**config.mk**
```make
export PLATFORM = sky130hd
export DESIGN_NAME = rtc_indexed_core
export DESIGN_NICKNAME = d
export VERILOG_FILES = /design/src/rtl/rtc_pkg.sv /design/src/rtl/rtc_divider.sv /design/src/rtl/rtc_calendar.sv /design/src/rtl/rtc_scratch_ram.sv /design/src/rtl/rtc_indexed_core.sv
export SDC_FILE = /design/constraint.sdc
export NUM_CORES = 1
export LEC_CHECK = 0
export BUFFER_PORTS_ARGS = -buffer_cell sky130_fd_sc_hd__buf_2
export CORE_MARGIN = 2
export CORE_UTILIZATION = 40
export DETAILED_ROUTE_END_ITERATION = 10
export PLACE_DENSITY_LB_ADDON = 0.2
export SLEW_MARGIN = 10
export SYNTH_ARGS = -nofsm -noshare
export SYNTH_HDL_FRONTEND = slang
export SYNTH_SLANG_ARGS = --single-unit
export TNS_END_PERCENT = 50
```
**constraint.sdc**
```tcl
create_clock -name clk_i -period 4.6 [get_ports clk_i]
set_clock_uncertainty 0.1 [all_clocks]
set_input_delay 0.69 -clock clk_i [delete_from_list [all_inputs] [get_ports clk_i]]
set_output_delay 0.69 -clock clk_i [all_outputs]
set_load 0.005 [all_outputs]
```
**src/rtl/rtc_pkg.sv**
```systemverilog
package rtc_pkg;
  localparam int unsigned IDX_W     = 6;
  localparam int unsigned MAP_BYTES = 1 << IDX_W;
  localparam int unsigned RAM_BASE  = 14;

  localparam logic [IDX_W-1:0] IX_SEC  = 6'd0;
  localparam logic [IDX_W-1:0] IX_ASEC = 6'd1;
  localparam logic [IDX_W-1:0] IX_MIN  = 6'd2;
  localparam logic [IDX_W-1:0] IX_AMIN = 6'd3;
  localparam logic [IDX_W-1:0] IX_HR   = 6'd4;
  localparam logic [IDX_W-1:0] IX_AHR  = 6'd5;
  localparam logic [IDX_W-1:0] IX_DOW  = 6'd6;
  localparam logic [IDX_W-1:0] IX_DOM  = 6'd7;
  localparam logic [IDX_W-1:0] IX_MON  = 6'd8;
  localparam logic [IDX_W-1:0] IX_YR   = 6'd9;
  localparam logic [IDX_W-1:0] IX_CTLA = 6'd10;
  localparam logic [IDX_W-1:0] IX_CTLB = 6'd11;
  localparam logic [IDX_W-1:0] IX_CTLC = 6'd12;
  localparam logic [IDX_W-1:0] IX_CTLD = 6'd13;

  typedef struct packed {
    logic [7:0] sec;
    logic [7:0] min;
    logic [7:0] hr;
    logic [7:0] dow;
    logic [7:0] dom;
    logic [7:0] mon;
    logic [7:0] yr;
  } rtc_time_t;

  function automatic logic [7:0] month_len(input logic [7:0] mon, input logic [7:0] yr);
    case (mon)
      8'd4, 8'd6, 8'd9, 8'd11: month_len = 8'd30;
      8'd2:                    month_len = (yr[1:0] == 2'b00) ? 8'd29 : 8'd28;
      default:                 month_len = 8'd31;
    endcase
  endfunction
endpackage

```
**src/rtl/rtc_divider.sv**
```systemverilog
module rtc_divider #(
  parameter int unsigned TICKS_PER_SEC = 32768,
  parameter int unsigned LEAD_TICKS    = 8,
  parameter int unsigned UIP_TICKS     = 65
) (
  input  logic clk_i,
  input  logic rst_ni,
  input  logic tick_i,
  input  logic run_i,
  output logic upd_o,
  output logic uip_o
);
  localparam int unsigned CW = $clog2(TICKS_PER_SEC);
  localparam int unsigned TW = $clog2(UIP_TICKS + 1);
  localparam logic [CW-1:0] LAST  = CW'(TICKS_PER_SEC - 1);
  localparam logic [CW-1:0] START = CW'(TICKS_PER_SEC - LEAD_TICKS);
  localparam logic [TW-1:0] TAIL  = TW'(UIP_TICKS - LEAD_TICKS);

  logic [CW-1:0] cnt_q;
  logic [TW-1:0] tail_q;
  logic          wrap;

  assign wrap  = run_i && tick_i && (cnt_q == LAST);
  assign upd_o = wrap;
  // window: lead part before the wrap, remainder counted down after it
  assign uip_o = run_i && ((cnt_q >= START) || (tail_q != '0));

  always_ff @(posedge clk_i or negedge rst_ni) begin
    if (!rst_ni) begin
      cnt_q  <= '0;
      tail_q <= '0;
    end else if (!run_i) begin
      cnt_q  <= '0;
      tail_q <= '0;
    end else if (tick_i) begin
      cnt_q <= wrap ? '0 : cnt_q + 1'b1;
      if (wrap)               tail_q <= TAIL;
      else if (tail_q != '0)  tail_q <= tail_q - 1'b1;
    end
  end
endmodule

```
**src/rtl/rtc_calendar.sv**
```systemverilog
module rtc_calendar
  import rtc_pkg::*;
(
  input  logic             clk_i,
  input  logic             rst_ni,
  input  logic             step_i,
  input  logic             h24_i,
  input  logic             wr_i,
  input  logic [IDX_W-1:0] idx_i,
  input  logic [7:0]       wdata_i,
  output rtc_time_t        time_o,
  output rtc_time_t        next_o
);
  rtc_time_t cur_q, nxt, cur_d;
  logic      roll_day;

  always_comb begin
    nxt      = cur_q;
    roll_day = 1'b0;
    if (cur_q.sec >= 8'd59) begin
      nxt.sec = '0;
      if (cur_q.min >= 8'd59) begin
        nxt.min = '0;
        if (h24_i) begin
          if (cur_q.hr >= 8'd23) begin
            nxt.hr   = '0;
            roll_day = 1'b1;
          end else begin
            nxt.hr = cur_q.hr + 8'd1;
          end
        end else if (cur_q.hr[6:0] == 7'd11) begin
          nxt.hr   = cur_q.hr[7] ? 8'h0C : 8'h8C;
          roll_day = cur_q.hr[7];
        end else if (cur_q.hr[6:0] >= 7'd12) begin
          nxt.hr = {cur_q.hr[7], 7'd1};
        end else begin
          nxt.hr = {cur_q.hr[7], cur_q.hr[6:0] + 7'd1};
        end
      end else begin
        nxt.min = cur_q.min + 8'd1;
      end
    end else begin
      nxt.sec = cur_q.sec + 8'd1;
    end

    if (roll_day) begin
      nxt.dow = (cur_q.dow >= 8'd7) ? 8'd1 : cur_q.dow + 8'd1;
      if (cur_q.dom >= month_len(cur_q.mon, cur_q.yr)) begin
        nxt.dom = 8'd1;
        if (cur_q.mon >= 8'd12) begin
          nxt.mon = 8'd1;
          nxt.yr  = (cur_q.yr >= 8'd99) ? 8'd0 : cur_q.yr + 8'd1;
        end else begin
          nxt.mon = cur_q.mon + 8'd1;
        end
      end else begin
        nxt.dom = cur_q.dom + 8'd1;
      end
    end
  end

  // host write wins over the step for the field it touches
  always_comb begin
    cur_d = step_i ? nxt : cur_q;
    if (wr_i) begin
      case (idx_i)
        IX_SEC:  cur_d.sec = wdata_i;
        IX_MIN:  cur_d.min = wdata_i;
        IX_HR:   cur_d.hr  = wdata_i;
        IX_DOW:  cur_d.dow = wdata_i;
        IX_DOM:  cur_d.dom = wdata_i;
        IX_MON:  cur_d.mon = wdata_i;
        IX_YR:   cur_d.yr  = wdata_i;
        default: ;
      endcase
    end
  end

  always_ff @(posedge clk_i or negedge rst_ni) begin
    if (!rst_ni) cur_q <= '{sec: 8'd0, min: 8'd0, hr: 8'd0, dow: 8'd1,
                           dom: 8'd1, mon: 8'd1, yr: 8'd0};
    else         cur_q <= cur_d;
  end

  assign time_o = cur_q;
  assign next_o = nxt;
endmodule

```
**src/rtl/rtc_scratch_ram.sv**
```systemverilog
module rtc_scratch_ram #(
  parameter int unsigned DEPTH = 50,
  localparam int unsigned AW   = $clog2(DEPTH)
) (
  input  logic          clk_i,
  input  logic          we_i,
  input  logic [AW-1:0] addr_i,
  input  logic [7:0]    wdata_i,
  output logic [7:0]    rdata_o
);
  logic [7:0] mem_q [DEPTH];
  logic       in_range;

  assign in_range = 32'(addr_i) < DEPTH;
  assign rdata_o  = in_range ? mem_q[addr_i] : 8'h00;

  // contents survive reset, as battery-held storage would
  always_ff @(posedge clk_i) begin
    if (we_i && in_range) mem_q[addr_i] <= wdata_i;
  end
endmodule

```
**src/rtl/rtc_indexed_core.sv**
```systemverilog
module rtc_indexed_core
  import rtc_pkg::*;
#(
  parameter int unsigned TICKS_PER_SEC = 32768,
  parameter int unsigned LEAD_TICKS    = 8,
  parameter int unsigned UIP_TICKS     = 65
) (
  input  logic       clk_i,
  input  logic       rst_ni,
  input  logic       tick_i,
  input  logic       sel_i,
  input  logic       addr_i,
  input  logic       we_i,
  input  logic [7:0] wdata_i,
  output logic [7:0] rdata_o,
  output logic       irq_no
);
  localparam int unsigned RAM_BYTES = MAP_BYTES - RAM_BASE;
  localparam int unsigned RAM_AW    = $clog2(RAM_BYTES);

  logic [IDX_W-1:0] idx_q;
  logic [6:0]       ctl_a_q;
  logic [7:0]       ctl_b_q;
  logic [7:0]       al_sec_q, al_min_q, al_hr_q;
  logic             af_q, uf_q;

  logic             wr_idx, wr_dat, rd_dat, rd_c;
  logic             run, set_bit, upd, uip_raw, uip, step, match, irqf;
  rtc_time_t        cur_t, next_t;
  logic [IDX_W-1:0] ram_off;
  logic [7:0]       ram_rdata;

  assign wr_idx  = sel_i && !addr_i && we_i;
  assign wr_dat  = sel_i && addr_i && we_i;
  assign rd_dat  = sel_i && addr_i && !we_i;
  assign rd_c    = rd_dat && (idx_q == IX_CTLC);

  assign run     = (ctl_a_q[6:4] == 3'b010);
  assign set_bit = ctl_b_q[7];
  assign step    = upd && !set_bit;
  assign uip     = uip_raw && !set_bit;
  assign match   = (next_t.sec == al_sec_q) && (next_t.min == al_min_q) &&
                   (next_t.hr == al_hr_q);
  assign irqf    = (af_q && ctl_b_q[5]) || (uf_q && ctl_b_q[4]);
  assign irq_no  = !irqf;

  rtc_divider #(
    .TICKS_PER_SEC(TICKS_PER_SEC),
    .LEAD_TICKS   (LEAD_TICKS),
    .UIP_TICKS    (UIP_TICKS)
  ) u_div (
    .clk_i (clk_i),
    .rst_ni(rst_ni),
    .tick_i(tick_i),
    .run_i (run),
    .upd_o (upd),
    .uip_o (uip_raw)
  );

  rtc_calendar u_cal (
    .clk_i  (clk_i),
    .rst_ni (rst_ni),
    .step_i (step),
    .h24_i  (ctl_b_q[1]),
    .wr_i   (wr_dat),
    .idx_i  (idx_q),
    .wdata_i(wdata_i),
    .time_o (cur_t),
    .next_o (next_t)
  );

  assign ram_off = idx_q - IDX_W'(RAM_BASE);

  rtc_scratch_ram #(.DEPTH(RAM_BYTES)) u_ram (
    .clk_i  (clk_i),
    .we_i   (wr_dat && (idx_q >= IDX_W'(RAM_BASE))),
    .addr_i (ram_off[RAM_AW-1:0]),
    .wdata_i(wdata_i),
    .rdata_o(ram_rdata)
  );

  always_ff @(posedge clk_i or negedge rst_ni) begin
    if (!rst_ni) begin
      idx_q    <= '0;
      ctl_a_q  <= 7'h20;
      ctl_b_q  <= 8'h02;
      al_sec_q <= '0;
      al_min_q <= '0;
      al_hr_q  <= '0;
      af_q     <= 1'b0;
      uf_q     <= 1'b0;
    end else begin
      if (wr_idx) idx_q <= wdata_i[IDX_W-1:0];
      if (wr_dat) begin
        case (idx_q)
          IX_ASEC: al_sec_q <= wdata_i;
          IX_AMIN: al_min_q <= wdata_i;
          IX_AHR:  al_hr_q  <= wdata_i;
          IX_CTLA: ctl_a_q  <= wdata_i[6:0];
          IX_CTLB: ctl_b_q  <= wdata_i;
          default: ;
        endcase
      end
      // a flag raised in the reading cycle survives the clear
      af_q <= (af_q && !rd_c) || (step && match);
      uf_q <= (uf_q && !rd_c) || step;
    end
  end

  always_comb begin
    case (idx_q)
      IX_SEC:  rdata_o = cur_t.sec;
      IX_ASEC: rdata_o = al_sec_q;
      IX_MIN:  rdata_o = cur_t.min;
      IX_AMIN: rdata_o = al_min_q;
      IX_HR:   rdata_o = cur_t.hr;
      IX_AHR:  rdata_o = al_hr_q;
      IX_DOW:  rdata_o = cur_t.dow;
      IX_DOM:  rdata_o = cur_t.dom;
      IX_MON:  rdata_o = cur_t.mon;
      IX_YR:   rdata_o = cur_t.yr;
      IX_CTLA: rdata_o = {uip, ctl_a_q};
      IX_CTLB: rdata_o = ctl_b_q;
      IX_CTLC: rdata_o = {irqf, 1'b0, af_q, uf_q, 4'b0000};
      IX_CTLD: rdata_o = 8'h80;
      default: rdata_o = ram_rdata;
    endcase
  end
endmodule

```
Word level (Yosys, flattened, before mapping)
Memories as Yosys holds them, arrays and structs flattened.
Cells that the tools add are included.
- bits in registers: 125
- memory bits (writable): 400
- input port bits: 14
- output and inout bits: 9
- word-level logic and storage cells: 149
- memories: 1
- add/sub/neg operators: 11
- order comparisons: 11
- equal/unequal tests: 26
- muxes and demuxes: 44
- reduce and logical (&&, ||, !) cells: 39
- memories (memory ; depth ; width ; read ports ; clocked after Yosys merged registers in ; wr ports ; RTL line ; source):
    u_ram.mem_q ; 50 ; 8 ; 1 ; 0 ; 1 ; rtc_scratch_ram.sv:11 ; logic [7:0] mem_q [DEPTH];
- operators with widths (cell ; number):
    $mux 8 ; 21
    $mux 56 ; 2
    $pmux 8 s14 ; 1
    $add 8x1->8 const B ; 7
    $mux 15 ; 3
    $eq 6x4->1 const B ; 6
    $mux 7 ; 5
    $mux 16 ; 2
    $mux 32 ; 1
    $eq 6x3->1 const B ; 4
    $eq 8x8->1 ; 3
    $logic_and 1x1->1 ; 20
    $eq 8x3->1 const B ; 2
    $eq 8x4->1 const B ; 2
    $ge 8x6->1 const B ; 2
    $pmux 8 s2 ; 1
    $add 15x1->15 const B ; 1
    $eq 15x15->1 const B ; 1
    $ge 15x15->1 const B ; 1
    $eq 6x2->1 const B ; 2
    $reduce_and 2->1 ; 6
    $eq 8x2->1 const B ; 1
    $ge 8x3->1 const B ; 1
    $ge 8x4->1 const B ; 1
    other kinds (21) ; 35

Logic depth before layout (Yosys ltp)
- depth in word-level cells: 12
- mapped depth: 14
- gate-level depth less buffers: 13

Hierarchy
Synthesis repeated with hierarchy kept, for this count alone.
- cells, all modules: 1900
- area total of the unflattened synthesis: 24890.1 µm²
- by module, submodules not included (module ; times used ; cells each ; area an instance (µm²)):
    rtc_scratch_ram ; 1 ; 918 ; 15931.5
    rtc_calendar ; 1 ; 573 ; 4466.8
    rtc_indexed_core ; 1 ; 263 ; 3170.5
    rtc_divider ; 1 ; 146 ; 1321.3

Least setup slack after synthesis
Ideal clock, no wire load.
- path kind: flip-flop to output port
- from: register idx_q[2]
- to: output rdata_o[4]
- data arrival time: 2525 ps
- setup slack: 1285 ps
- cell stages (with the launch flop): 11
- path buffers: 3
- cell sequence: dfrtp_1 -> buf_2 -> inv_1 -> ha_1 -> buf_2 -> buf_1 -> mux2_2 -> a222oi_1 -> o221ai_1 -> nand2_1 -> nand3_1
- cells in the longest elaborated chain, start to end: 4
- ends and longest elaborated chain (item ; RTL line ; source):
    start, declared ; rtc_indexed_core.sv:21 ; logic [IDX_W-1:0] idx_q;
    start signal, assigned ; rtc_indexed_core.sv:93 ; if (wr_idx) idx_q <= wdata_i[IDX_W-1:0];
    $sub 6x4->6 ; rtc_indexed_core.sv:72 ; assign ram_off = idx_q - IDX_W'(RAM_BASE);
    $mem_v2 50x8 or $lt 6x6->1 (tied branches) ; -- ;
    $mux 8 ; rtc_scratch_ram.sv:15 ; assign rdata_o = in_range ? mem_q[addr_i] : 8'h00;
    $pmux 8 s14 (*) ; rtc_indexed_core.sv:111 ; case (idx_q)
    end, declared ; rtc_indexed_core.sv:15 ; output logic [7:0] rdata_o,
Mark *: on every way between the ends. The rest lies on a longest branch, timed or not.

Final worst setup path
- from: register idx_q[1]
- to: output rdata_o[4]
The elaborated chain is that of the path after synthesis.

==> out/qor.csv <==
metric,value,unit
first_global_vias,14685,
ys_ff_latch,525,
cpLargestDelayFamily,compound AO/OA/AOI/OAI gates,
grt_overflow,0,
drc,0,
syn_avg_cell_area,14.8,µm²
reg2reg_to,u_ram.mem_q[48][2],
fin_hold_ws,0.0385,ns
critPathCaptureType,primary output,
slowest_stage,a222oi_1,
core_area,58800,µm²
cts_buffers,54,
cts_root_buffer,clkbuf_16,
critPathArrivalTime,3.70,ns
die_w,247,µm
yosysWarnings,0,
grt_start_max_net_pins,98,
synth_top_area_cell,edfxtp_1,
irDropWorstVdd,0.000322,V
outcome,"complete, no violations",
die_h,247,µm
maxSlewViolCount,0,
setup-tns-final,0,ns
r2r-start,idx_q[1],
fmaxAchievable,223,MHz
slowest_delay,0.58,ns
placed_cell_area,25000,µm²
synth-edff-count,400,
fillCellCount,5158,
path_class,reg -> out,
layout-drive-gt1-share,0.221,
syn-num-nets,1633,
htreeDepth,2,
grt_pass1_wl,94300,µm
leakagePower,9.28,nW
syn_inst,1596,
rrSetupSlack,1.03,ns
multi_input_area,8020,µm²
final.min_clock_period,4.49,ns
hold_path.class,in -> async,
final_core_util,0.456,
post_synth_num_cell_types,92,
avgRoutedWirePerCell,25.3,µm
synthTopCellsByArea,"edfxtp_1 51%, dfrtp_1 13%, mux4_2 11%",
antenna_found_initial,1,
clkSinkCount,525,
hold_viol,0,
synth_ff_type,edfxtp_1,
worstPathCellList,buf_12 > mux4_2 > mux2_2 > a222oi_1 > o221ai_1 > nand2_1 > nand3_1 > buf_2,
clk_latency,0.61,ns
initial_core_util,0.402,
required,3.81,ns
synthArstFlopShare,0.238,
wl,63000,µm
finalCritPeriodShare,0.977,
nets,1704,
cts_tree,built,
start_kind,flop,
gp_congestion,0.914,
track_usage,0.208,
path_clk_slew,0.06,ns
maxCapViolations,0,
clk_path_buf_depth,3,
synth_area,23700,µm²
place.port_buffers,22,
dr.pass1.iters,6,
regArea,15200,µm²
crit_fanout,53,
die_area,61100,µm²
dpl.hpwl,40400,µm
area_growth,13.3,%
setup_viol,0,
synth_top_cell_area_share,0.508,
io_pins,23,
fin_area,26800,µm²
worstMarginPinSlew,1.01,ns
reg2reg_depth,8,
rsz0062_at_grt,no,
p_per_area,478,nW/µm²
cts_hold_buf,0,
postRouteAntennaNets,0,
critPathBufInv,2,
via_count,14570,
n_antenna_cell,0,
rows,89,
maxSlewHeadroom,0.329,
vias_per_cell,5.86,
drt_iter0_markers,1507,
ys_seq_area_frac,0.640,
## area by class of cell
cell class                      count  area share
Multi-Input combinational cell    956       0.299
Clock buffer                       65      0.0531
Tap cell                          773      0.0361
Inverter                           30     0.00420
Timing Repair Buffer              100      0.0288
Sequential cell                   525       0.565
Clock inverter                     36      0.0135
## power breakdown
| part | internal, mW | switching [mW] | leakage (nW) |
|---|---|---|---|
| clock network | 2.55 | 1.89 | 0.874 |
| registers | 5.31 | 0.395 | 5.21 |
| logic | 1.16 | 1.52 | 3.19 |
## metal layers
layer,routed length [µm],track usage
met4,1680,0.0685
met2,30400,0.339
met5,0,0
met3,3180,0.0291
met1,27700,0.289
## how the worst max path moves through the flow
| stage | from | to | slack, ns | cells past startpoint |
|---|---|---|---|---|
| after floorplan | idx_q[2] | rdata_o[4] | 1.29 | 10 |
| after global routing | idx_q[1] | rdata_o[4] | 0.03 | 10 |
| after detailed placement | idx_q[0] | rdata_o[4] | 0.62 | 7 |
| after CTS | idx_q[1] | rdata_o[4] | 0.02 | 10 |
| after global placement | idx_q[0] | rdata_o[3] | 0.62 | 6 |
| final | idx_q[1] | rdata_o[4] | 0.11 | 8 |
## kinds of logic (layout without fill, tap and decap cells)
kind of cell / Yosys count / count (layout) / share of synthesized area
DFF: 525 / 525 / 0.640
and+or+nand+nor: 433 / 433 / 0.0904
AOI/OAI and AO/OA: 291 / 291 / 0.0853
muxes: 180 / 180 / 0.138
buffers and inverters: 115 / 231 / 0.0219
xor gates and xnor gates: 29 / 29 / 0.0120
adders and majority gates: 23 / 23 / 0.0122
## layout by cell type, fill, tap and decap left out, types with 39 or more instances in the layout
cell and n:
edfxtp_1 400, nor2_1 127, nand2_1 121, dfrtp_1 117
mux4_2 113, buf_4 73, o21ai_0 60, clkbuf_16 54
a21oi_1 47, mux2_2 39
## stage by stage
stage               setup slack [ns]  instances  power (mW)
floorplan                       1.29       1596        7.47
global placement               0.620       2383        8.40
detailed placement             0.622       2383        8.44
CTS                           0.0154       2485        12.9
global route                  0.0322       2485        13.4
finish                         0.106       2485        12.8
## state kept, by name, summed over array words and instances (netlist names)
signal	cells
af_q	1
al_hr_q	8
al_min_q	8
al_sec_q	8
ctl_a_q	7
ctl_b_q	8
idx_q	6
u_cal.time_o	56
u_div.cnt_q	15
u_div.tail_q	7
u_ram.mem_q	400
uf_q	1
## repair_timing
action                     4_1_cts  5_1_grt
setup buffers                    1        0
pin swaps                        0        1
setup endpoints to repair        2        4
gates resized for setup          0        3
## synth_stat cells, drive strengths merged (18+ instances only)
cell    number
xnor2       18
nor3        30
ha          23
buf         49
a22oi       36
mux2i       27
edfxtp     400
dfrtp      120
mux2        40
inv         30
nand3       35
clkbuf      36
nand2      121
nor2       130
and3        19
mux4       113
a21oi       48
o21ai       71
Note: power is estimated with default switching activity, not from simulation.
